### src/rtl/ds3_oof_pkg.sv
package ds3_oof_pkg;
    typedef enum logic {
        ST_HUNT   = 1'b0,
        ST_LOCKED = 1'b1
    } oof_state_e;
endpackage

### src/rtl/ds3_err_window.sv
module ds3_err_window #(
    parameter int DEPTH = 16,
    localparam int CW = $clog2(DEPTH + 1)
) (
    input  logic          clk,
    input  logic          rst,
    input  logic          flush,
    input  logic          valid,
    input  logic          err,
    output logic [CW-1:0] count
);
    logic [DEPTH-1:0] hist;

    always_ff @(posedge clk) begin
        if (rst || flush) begin
            hist <= '0;
        end else if (valid) begin
            hist <= {hist[DEPTH-2:0], err};
        end
    end

    always_comb begin
        count = '0;
        for (int i = 0; i < DEPTH; i++) begin
            count = count + CW'(hist[i]);
        end
    end

    AST_FLUSH_EMPTY: assert property (@(posedge clk) disable iff (rst)
        flush |=> (count == '0));
    AST_HOLD_NO_STROBE: assert property (@(posedge clk) disable iff (rst)
        (!valid && !flush) |=> $stable(count));
    AST_STEP_ONE: assert property (@(posedge clk) disable iff (rst)
        (valid && !flush) |=> (count <= $past(count) + CW'(1)));
endmodule

### src/rtl/ds3_oof_criteria.sv
module ds3_oof_criteria #(
    parameter int F_DEPTH   = 16,
    parameter int M_DEPTH   = 4,
    parameter int P_DEPTH   = 5,
    parameter int F_TIGHT   = 3,
    parameter int F_LOOSE   = 6,
    parameter int M_LIMIT   = 3,
    parameter int P_LIMIT   = 2,
    localparam int FCW = $clog2(F_DEPTH + 1),
    localparam int MCW = $clog2(M_DEPTH + 1),
    localparam int PCW = $clog2(P_DEPTH + 1)
) (
    input  logic [FCW-1:0] f_cnt,
    input  logic [MCW-1:0] m_cnt,
    input  logic [PCW-1:0] p_cnt,
    input  logic           f_strict,
    input  logic           m_check,
    input  logic           par_check,
    output logic           trip
);
    localparam logic [FCW-1:0] F_T = FCW'(F_TIGHT);
    localparam logic [FCW-1:0] F_L = FCW'(F_LOOSE);
    localparam logic [MCW-1:0] M_T = MCW'(M_LIMIT);
    localparam logic [PCW-1:0] P_T = PCW'(P_LIMIT);

    logic f_hit, m_hit, p_hit;

    always_comb begin
        f_hit = (f_cnt >= (f_strict ? F_T : F_L));
        m_hit = m_check && (m_cnt >= M_T);
        p_hit = par_check && (p_cnt >= P_T);
        trip  = f_hit || m_hit || p_hit;
    end
endmodule

### src/rtl/ds3_oof_fsm.sv
module ds3_oof_fsm
    import ds3_oof_pkg::*;
(
    input  logic clk,
    input  logic rst,
    input  logic trip,
    input  logic in_frame,
    output logic oof,
    output logic reframe_req
);
    oof_state_e state, state_nx;

    always_comb begin
        state_nx = state;
        unique case (state)
            ST_HUNT:   if (in_frame) state_nx = ST_LOCKED;
            ST_LOCKED: if (!in_frame && trip) state_nx = ST_HUNT;
            default:   state_nx = ST_HUNT;
        endcase
    end

    always_ff @(posedge clk) begin
        if (rst) state <= ST_HUNT;
        else     state <= state_nx;
    end

    always_ff @(posedge clk) begin
        if (rst) reframe_req <= 1'b0;
        else     reframe_req <= (state == ST_LOCKED) && (state_nx == ST_HUNT);
    end

    assign oof = (state == ST_HUNT);

    AST_RESET_HUNT: assert property (@(posedge clk)
        rst |=> (oof && !reframe_req));
    AST_ACQUIRE_CLEARS: assert property (@(posedge clk) disable iff (rst)
        in_frame |=> !oof);
    AST_LOSE_LOCK: assert property (@(posedge clk) disable iff (rst)
        (trip && !oof && !in_frame) |=> (oof && reframe_req));
    AST_PULSE_SINGLE: assert property (@(posedge clk) disable iff (rst)
        reframe_req |=> !reframe_req);
    AST_HUNT_STICKY: assert property (@(posedge clk) disable iff (rst)
        (oof && !in_frame) |=> (oof && !reframe_req));
endmodule

### src/rtl/ds3_oof_monitor.sv
module ds3_oof_monitor #(
    parameter int F_DEPTH = 16,
    parameter int M_DEPTH = 4,
    parameter int P_DEPTH = 5,
    parameter int F_TIGHT = 3,
    parameter int F_LOOSE = 6,
    parameter int M_LIMIT = 3,
    parameter int P_LIMIT = 2
) (
    input  logic clk,
    input  logic rst,
    input  logic f_valid,
    input  logic f_err,
    input  logic m_valid,
    input  logic m_err,
    input  logic p_valid,
    input  logic p_err,
    input  logic f_strict,
    input  logic m_check,
    input  logic par_check,
    input  logic in_frame,
    output logic oof,
    output logic reframe_req
);
    localparam int FCW = $clog2(F_DEPTH + 1);
    localparam int MCW = $clog2(M_DEPTH + 1);
    localparam int PCW = $clog2(P_DEPTH + 1);

    logic [FCW-1:0] f_cnt;
    logic [MCW-1:0] m_cnt;
    logic [PCW-1:0] p_cnt;
    logic           trip;

    ds3_err_window #(.DEPTH(F_DEPTH)) u_fwin (
        .clk(clk), .rst(rst), .flush(in_frame),
        .valid(f_valid), .err(f_err), .count(f_cnt));

    ds3_err_window #(.DEPTH(M_DEPTH)) u_mwin (
        .clk(clk), .rst(rst), .flush(in_frame),
        .valid(m_valid), .err(m_err), .count(m_cnt));

    ds3_err_window #(.DEPTH(P_DEPTH)) u_pwin (
        .clk(clk), .rst(rst), .flush(in_frame),
        .valid(p_valid), .err(p_err), .count(p_cnt));

    ds3_oof_criteria #(
        .F_DEPTH(F_DEPTH), .M_DEPTH(M_DEPTH), .P_DEPTH(P_DEPTH),
        .F_TIGHT(F_TIGHT), .F_LOOSE(F_LOOSE),
        .M_LIMIT(M_LIMIT), .P_LIMIT(P_LIMIT)
    ) u_crit (
        .f_cnt(f_cnt), .m_cnt(m_cnt), .p_cnt(p_cnt),
        .f_strict(f_strict), .m_check(m_check), .par_check(par_check),
        .trip(trip));

    ds3_oof_fsm u_fsm (
        .clk(clk), .rst(rst), .trip(trip), .in_frame(in_frame),
        .oof(oof), .reframe_req(reframe_req));

    AST_M_OFF_QUIET: assert property (@(posedge clk) disable iff (rst)
        (!oof && !in_frame && !m_check && !par_check && !f_valid &&
         (f_cnt < FCW'(F_TIGHT))) |=> !reframe_req);
endmodule

### config.mk
export PLATFORM = sky130hd
export DESIGN_NAME = ds3_oof_monitor
export DESIGN_NICKNAME = d
export VERILOG_FILES = /design/src/rtl/ds3_oof_pkg.sv /design/src/rtl/ds3_err_window.sv /design/src/rtl/ds3_oof_criteria.sv /design/src/rtl/ds3_oof_fsm.sv /design/src/rtl/ds3_oof_monitor.sv
export SDC_FILE = /design/constraint.sdc
export NUM_CORES = 1
export LEC_CHECK = 0
export ABC_AREA = 0
export ABC_CLOCK_PERIOD_IN_PS = 5500
export BUFFER_PORTS_ARGS = -buffer_cell sky130_fd_sc_hd__buf_2
export CORE_MARGIN = 4
export CORE_UTILIZATION = 30
export CTS_CLUSTER_DIAMETER = 80
export DETAILED_ROUTE_END_ITERATION = 8
export SLEW_MARGIN = 0
export SYNTH_ARGS = -nofsm -noshare
export SYNTH_HDL_FRONTEND = slang
export SYNTH_HIERARCHICAL = 1
export SYNTH_SLANG_ARGS = --single-unit
### constraint.sdc
create_clock -name clk -period 5.5 [get_ports clk]
set_clock_uncertainty 0.15 [all_clocks]
set_input_delay 0 -clock clk [delete_from_list [all_inputs] [get_ports clk]]
set_output_delay 0 -clock clk [all_outputs]
set_load 0.01 [all_outputs]
* Word-level counts from Yosys, hierarchy flattened *
Cells that the tools add are included.

storage, ports and cells
  register bits = 27
  bits of input ports = 12
  output and inout port bits = 2
  logic and storage cells = 44

cells by class
  $add $sub $neg = 22
  order comparisons = 3
  mux-type cells = 4
  bitwise operators = 2
  reductions and logical operators = 8

operators by type and width
  operator            number
  $add 5x1->5         14
  $add 3x1->3         5
  $add 1x1->2         3
  $ge 3x2->1 const B  2
  $ge 5x5->1          1
  $logic_and 1x1->1   4
  $logic_or 1x1->1    3
  $mux 3              1
  $mux 1              2
  $not 1->1           2
  $pmux 1 s2          1
  $logic_not 1->1     1

* Depth between registers and ports, before layout *
  depth after elaboration = 23
  depth in mapped cells = 16
  gate-level depth less buffers = 16

* By module *
Netlist, hierarchy kept.

by module, submodules not included
  module                    times used  cells each  area an instance (µm²)  seq. area each (µm²)
  ds3_err_window at u_fwin  1           100         992.2                   320.3
  ds3_err_window at u_pwin  1           24          257.7                   100.1
  ds3_err_window at u_mwin  1           21          209.0                   80.1
  ds3_oof_criteria          1           10          77.6                    0.0
  ds3_oof_fsm               1           7           73.8                    40.0

* Worst setup path after synthesis *
Ideal clock, no wire load.

  path type = register to register
  from = reg u_fwin.hist[0]
  to = reg u_fsm.state
  library setup time = 70 ps
  data arrival time = 3,773 ps
  required time = 5,280 ps
  slack = 1,507 ps
  cell stages (with the launch flop) = 16
  buffers on the path = 0
  clock period less this slack = 3,993 ps
  cell sequence = dfxtp_1 > inv_1 > fa_1 > fa_1 > fa_1 > fa_1 > inv_1 > ha_1 > inv_1 > fa_1 > xnor2_1 > ha_1 > o211ai_2 > o2111ai_1 > nand2b_1 > a21oi_1

between the ends
  cells in the longest elaborated chain, start to end = 21

ends and longest elaborated chain
  element                        line                    source
  from (decl)                    ds3_err_window.sv:12    logic [DEPTH-1:0] hist;
  from (signal assigned)         ds3_err_window.sv:18    hist <= {hist[DEPTH-2:0], err};
  $add 1x1->2                    ds3_err_window.sv:25    count = count + CW'(hist[i]);
  $add 5x1->5 (14 in a row)      ds3_err_window.sv:25
  net f_cnt[2]                   ds3_oof_monitor.sv:29   logic [FCW-1:0] f_cnt;
  $ge 5x5->1                     ds3_oof_criteria.sv:29  f_hit = (f_cnt >= (f_strict ? F_T : F_L));
  $logic_or 1x1->1 (2 in a row)  ds3_oof_criteria.sv:32  trip = f_hit || m_hit || p_hit;
  net trip                       ds3_oof_monitor.sv:32   logic trip;
  $logic_and 1x1->1              ds3_oof_fsm.sv:17       ST_LOCKED: if (!in_frame && trip) state_nx = ST_HUNT;
  $mux 1                         ds3_oof_fsm.sv:17
  $pmux 1 s2                     ds3_oof_fsm.sv:15       unique case (state)
  to (signal assigned)           ds3_oof_fsm.sv:24       else state <= state_nx;
  to (decl)                      ds3_oof_fsm.sv:11       oof_state_e state, state_nx;

The timed path passes the listed nets, and every way through them passes these cells.
A chain may end at the register's enable or synchronous reset.

* Final worst setup path *
Same ends and word-level chain as after synthesis.

==> results.tsv <==
metric	value	unit
number_of_global_route_vias_before_repair	1158	
holdPathStages	4	
report.final.setup_viol	0	
layout.nets	221	
tightest_slew	588.8	ps
synthesis.area_per_instance	9.940	um^2
portBuffers	13	
grt_pass1_wl	5071	um
avgRoutedWirePerCell	11.20	um
number_of_synthesized_flops_with_an_enable_pin	0	
top_flip_flop_cell_by_instance_count_after_synthesis	dfxtp_1	
area_share_of_the_largest_cell_type_after_synthesis	0.3357	
final_core_utilization	0.3639	
synth_area	1610	um^2
r2r_slack	760	ps
cts_num_sinks	27	
tritoncts_clock_tree	built	
synth_async_reset_ratio	0	
route.detailed.vias_per_inst	4.173	
floorplan.die.width	81.27	um
cts_buffers	3	
maximum_resistive_drop_on_vdd	0.09997	mV
outcome	complete, no violations	
cts_root_buf	clkbuf_8	
synth_area_leader_cell	dfxtp_1	
rsz0062_at_grt	false	
htreeDepth	1	
drt_iter0_drc	21	
maximum_clock_path_buffer_count	2	
drt_first_pass_iters	4	
grt_overflow_total	0	
vias	1064	
route.final.wire_length	2856	um
detail-route-antenna-nets	0	
grt_use_total	0.1014	
timing.final.crit_period	4739	ps
cellPowerDensity	183.5	nW/um^2
slew_violations	0	
dp_hpwl	2027	um
path_class	register to register	
top_level_ports	14	
setup_tns	0	ps
synth_cell_types	23	
ys_seq_elements	27	
cts_post_setup_buffers_inserted	0	
timing.reg2reg.worst_path_depth	16	
start_kind	register	
layout-area-overhead-vs-synth	16.16	%
yosysSeqAreaShare	0.3357	
synthTopCellsByCount	40 x inv_1, 27 x dfxtp_1, 25 x mux2i_1, 16 x nor2_1, 13 x fa_1	
die_area	6604	um^2
power_leakage	0.8493	nW
cts_hold_repair.buffers	12	
synth.yosys.warnings	6	
core	5140	um^2
max_freq	211.0	MHz
number_of_inserted_diodes	0	
cp.required	5570	ps
clk_pin_slew_worst_paths	90	ps
final_weighted_congestion_of_routability_driven_global_placement	0.6728	
timing.critical_path.fanout_max	3	
synth_area_leaders	dfxtp_1 34%, fa_1 16%, mux2i_1 16%	
syn_inst	162	
final.period_utilization	0.8616	
worstPathArrival	4810	ps
timing.slew.headroom	0.6075	
drc	0	
grt_start_max_net_pins	17	
die_height	81.27	um
cap_viol_max_count	0	
mappedNetlistNets	197	
grt_antenna_before_repair	0	
clock_insertion_delay_worst_skew	270	ps
hold_viol	0	
hold_path_class	input pin to register	
start_util	0.3133	
critical_path.endpoint_type	register	
layout-drive-gt1-share	0.1081	
cts-resized-gates	0	
post-synth-top-count-cell	inv_1	
placement_rows	26	
## final cells by class
class / instances / area [um^2]
Sequential cell: 27 / 540.5
Clock buffer: 4 / 45.04
Timing Repair Buffer: 25 / 185.2
Tap cell: 70 / 87.58
Fill cell: 552 / 3269
Multi-Input combinational cell: 88 / 858.3
Inverter: 41 / 153.9
## where the power goes
group          leakage (nW)  internal, W  total [W]  switching (W)
clock network        0.0228    0.0000519   0.000114      0.0000620
registers             0.218     0.000197   0.000198     0.00000114
logic                 0.609    0.0000156  0.0000314      0.0000158
total                 0.849     0.000264   0.000343      0.0000790
## placed cells by master, fill, tap and decap left out
master / n
inv_1: 40
dfxtp_1: 27
nor2b_1: 1
o211ai_2: 1
mux2i_1: 25
clkbuf_8: 3
nor3_1: 9
buf_2: 13
o21ai_0: 1
nand2b_1: 1
ha_1: 10
o21a_1: 1
nor3_2: 1
a21oi_1: 3
inv_2: 1
o2111ai_1: 1
nor4b_2: 1
or2_1: 1
fa_1: 13
xnor2_1: 2
dlygate4sd3_1: 12
clkbuf_1: 1
nor2_1: 16
a21o_1: 1
## cell families after synthesis
logic type	after synthesis	synth area share
flip-flops	27	0.3357
buffers and inverters	47	0.1313
XOR/XNOR	2	0.01088
AND/OR/NAND/NOR	30	0.09247
adder cells (fa/ha/maj)	23	0.2393
multiplexers	25	0.1554
AO/OA/AOI/OAI	8	0.03496
## metrics by stage
| step | total power [W] | worst slack (ps) | hold slack [ps] | instance area [um^2] | cells |
|---|---|---|---|---|---|
| finish | 0.0003433 | 761.5 | 51.65 | 1871 | 255 |
| global route | 0.0003590 | 540.4 | 106.3 | 1871 | 255 |
| CTS | 0.0003484 | 761.4 | 63.63 | 1871 | 255 |
| detailed placement | 0.0002270 | 1341 | 110.0 | 1705 | 239 |
| global placement | 0.0002268 | 1417 | 106.1 | 1705 | 239 |
| floorplan | 0.0002210 | 1507 | -80.93 | 1610 | 162 |
## layer usage
layer | vias up | routed length, um | track usage
met5 | - | 0 | 0
met4 | 0 | 70 | 0.05068
met3 | 4 | 53 | 0.01552
met2 | 8 | 1498 | 0.1792
met1 | 508 | 1233 | 0.1178
li1 | 544 | - | -
## registers in the layout (all words and copies together), names as in the netlist
| signal | count |
|---|---|
| u_fsm/state | 1 |
| u_pwin/hist | 5 |
| u_fwin/hist | 16 |
| u_fsm/reframe_req | 1 |
| u_mwin/hist | 4 |
## final timing paths
check | start | to
worst max-delay path | u_fwin/hist[0] | u_fsm/state
worst min-delay path | m_check | u_fsm/reframe_req
worst max register to register | u_fwin/hist[0] | u_fsm/state
worst min register to register | u_fsm/state | u_fsm/reframe_req
## worst max-delay path: stages, from the launching register on
cell and delay [ps]:
dfxtp_1 360, inv_1 60, fa_1 560, fa_1 450, fa_1 530, fa_1 400, inv_1 60, ha_1 160
inv_1 50, fa_1 390, xnor2_1 180, ha_1 260, o211ai_2 70, o2111ai_1 120, nand2b_1 160, a21oi_1 140
dlygate4sd3_1 560
(Power assumes the default switching activity.)
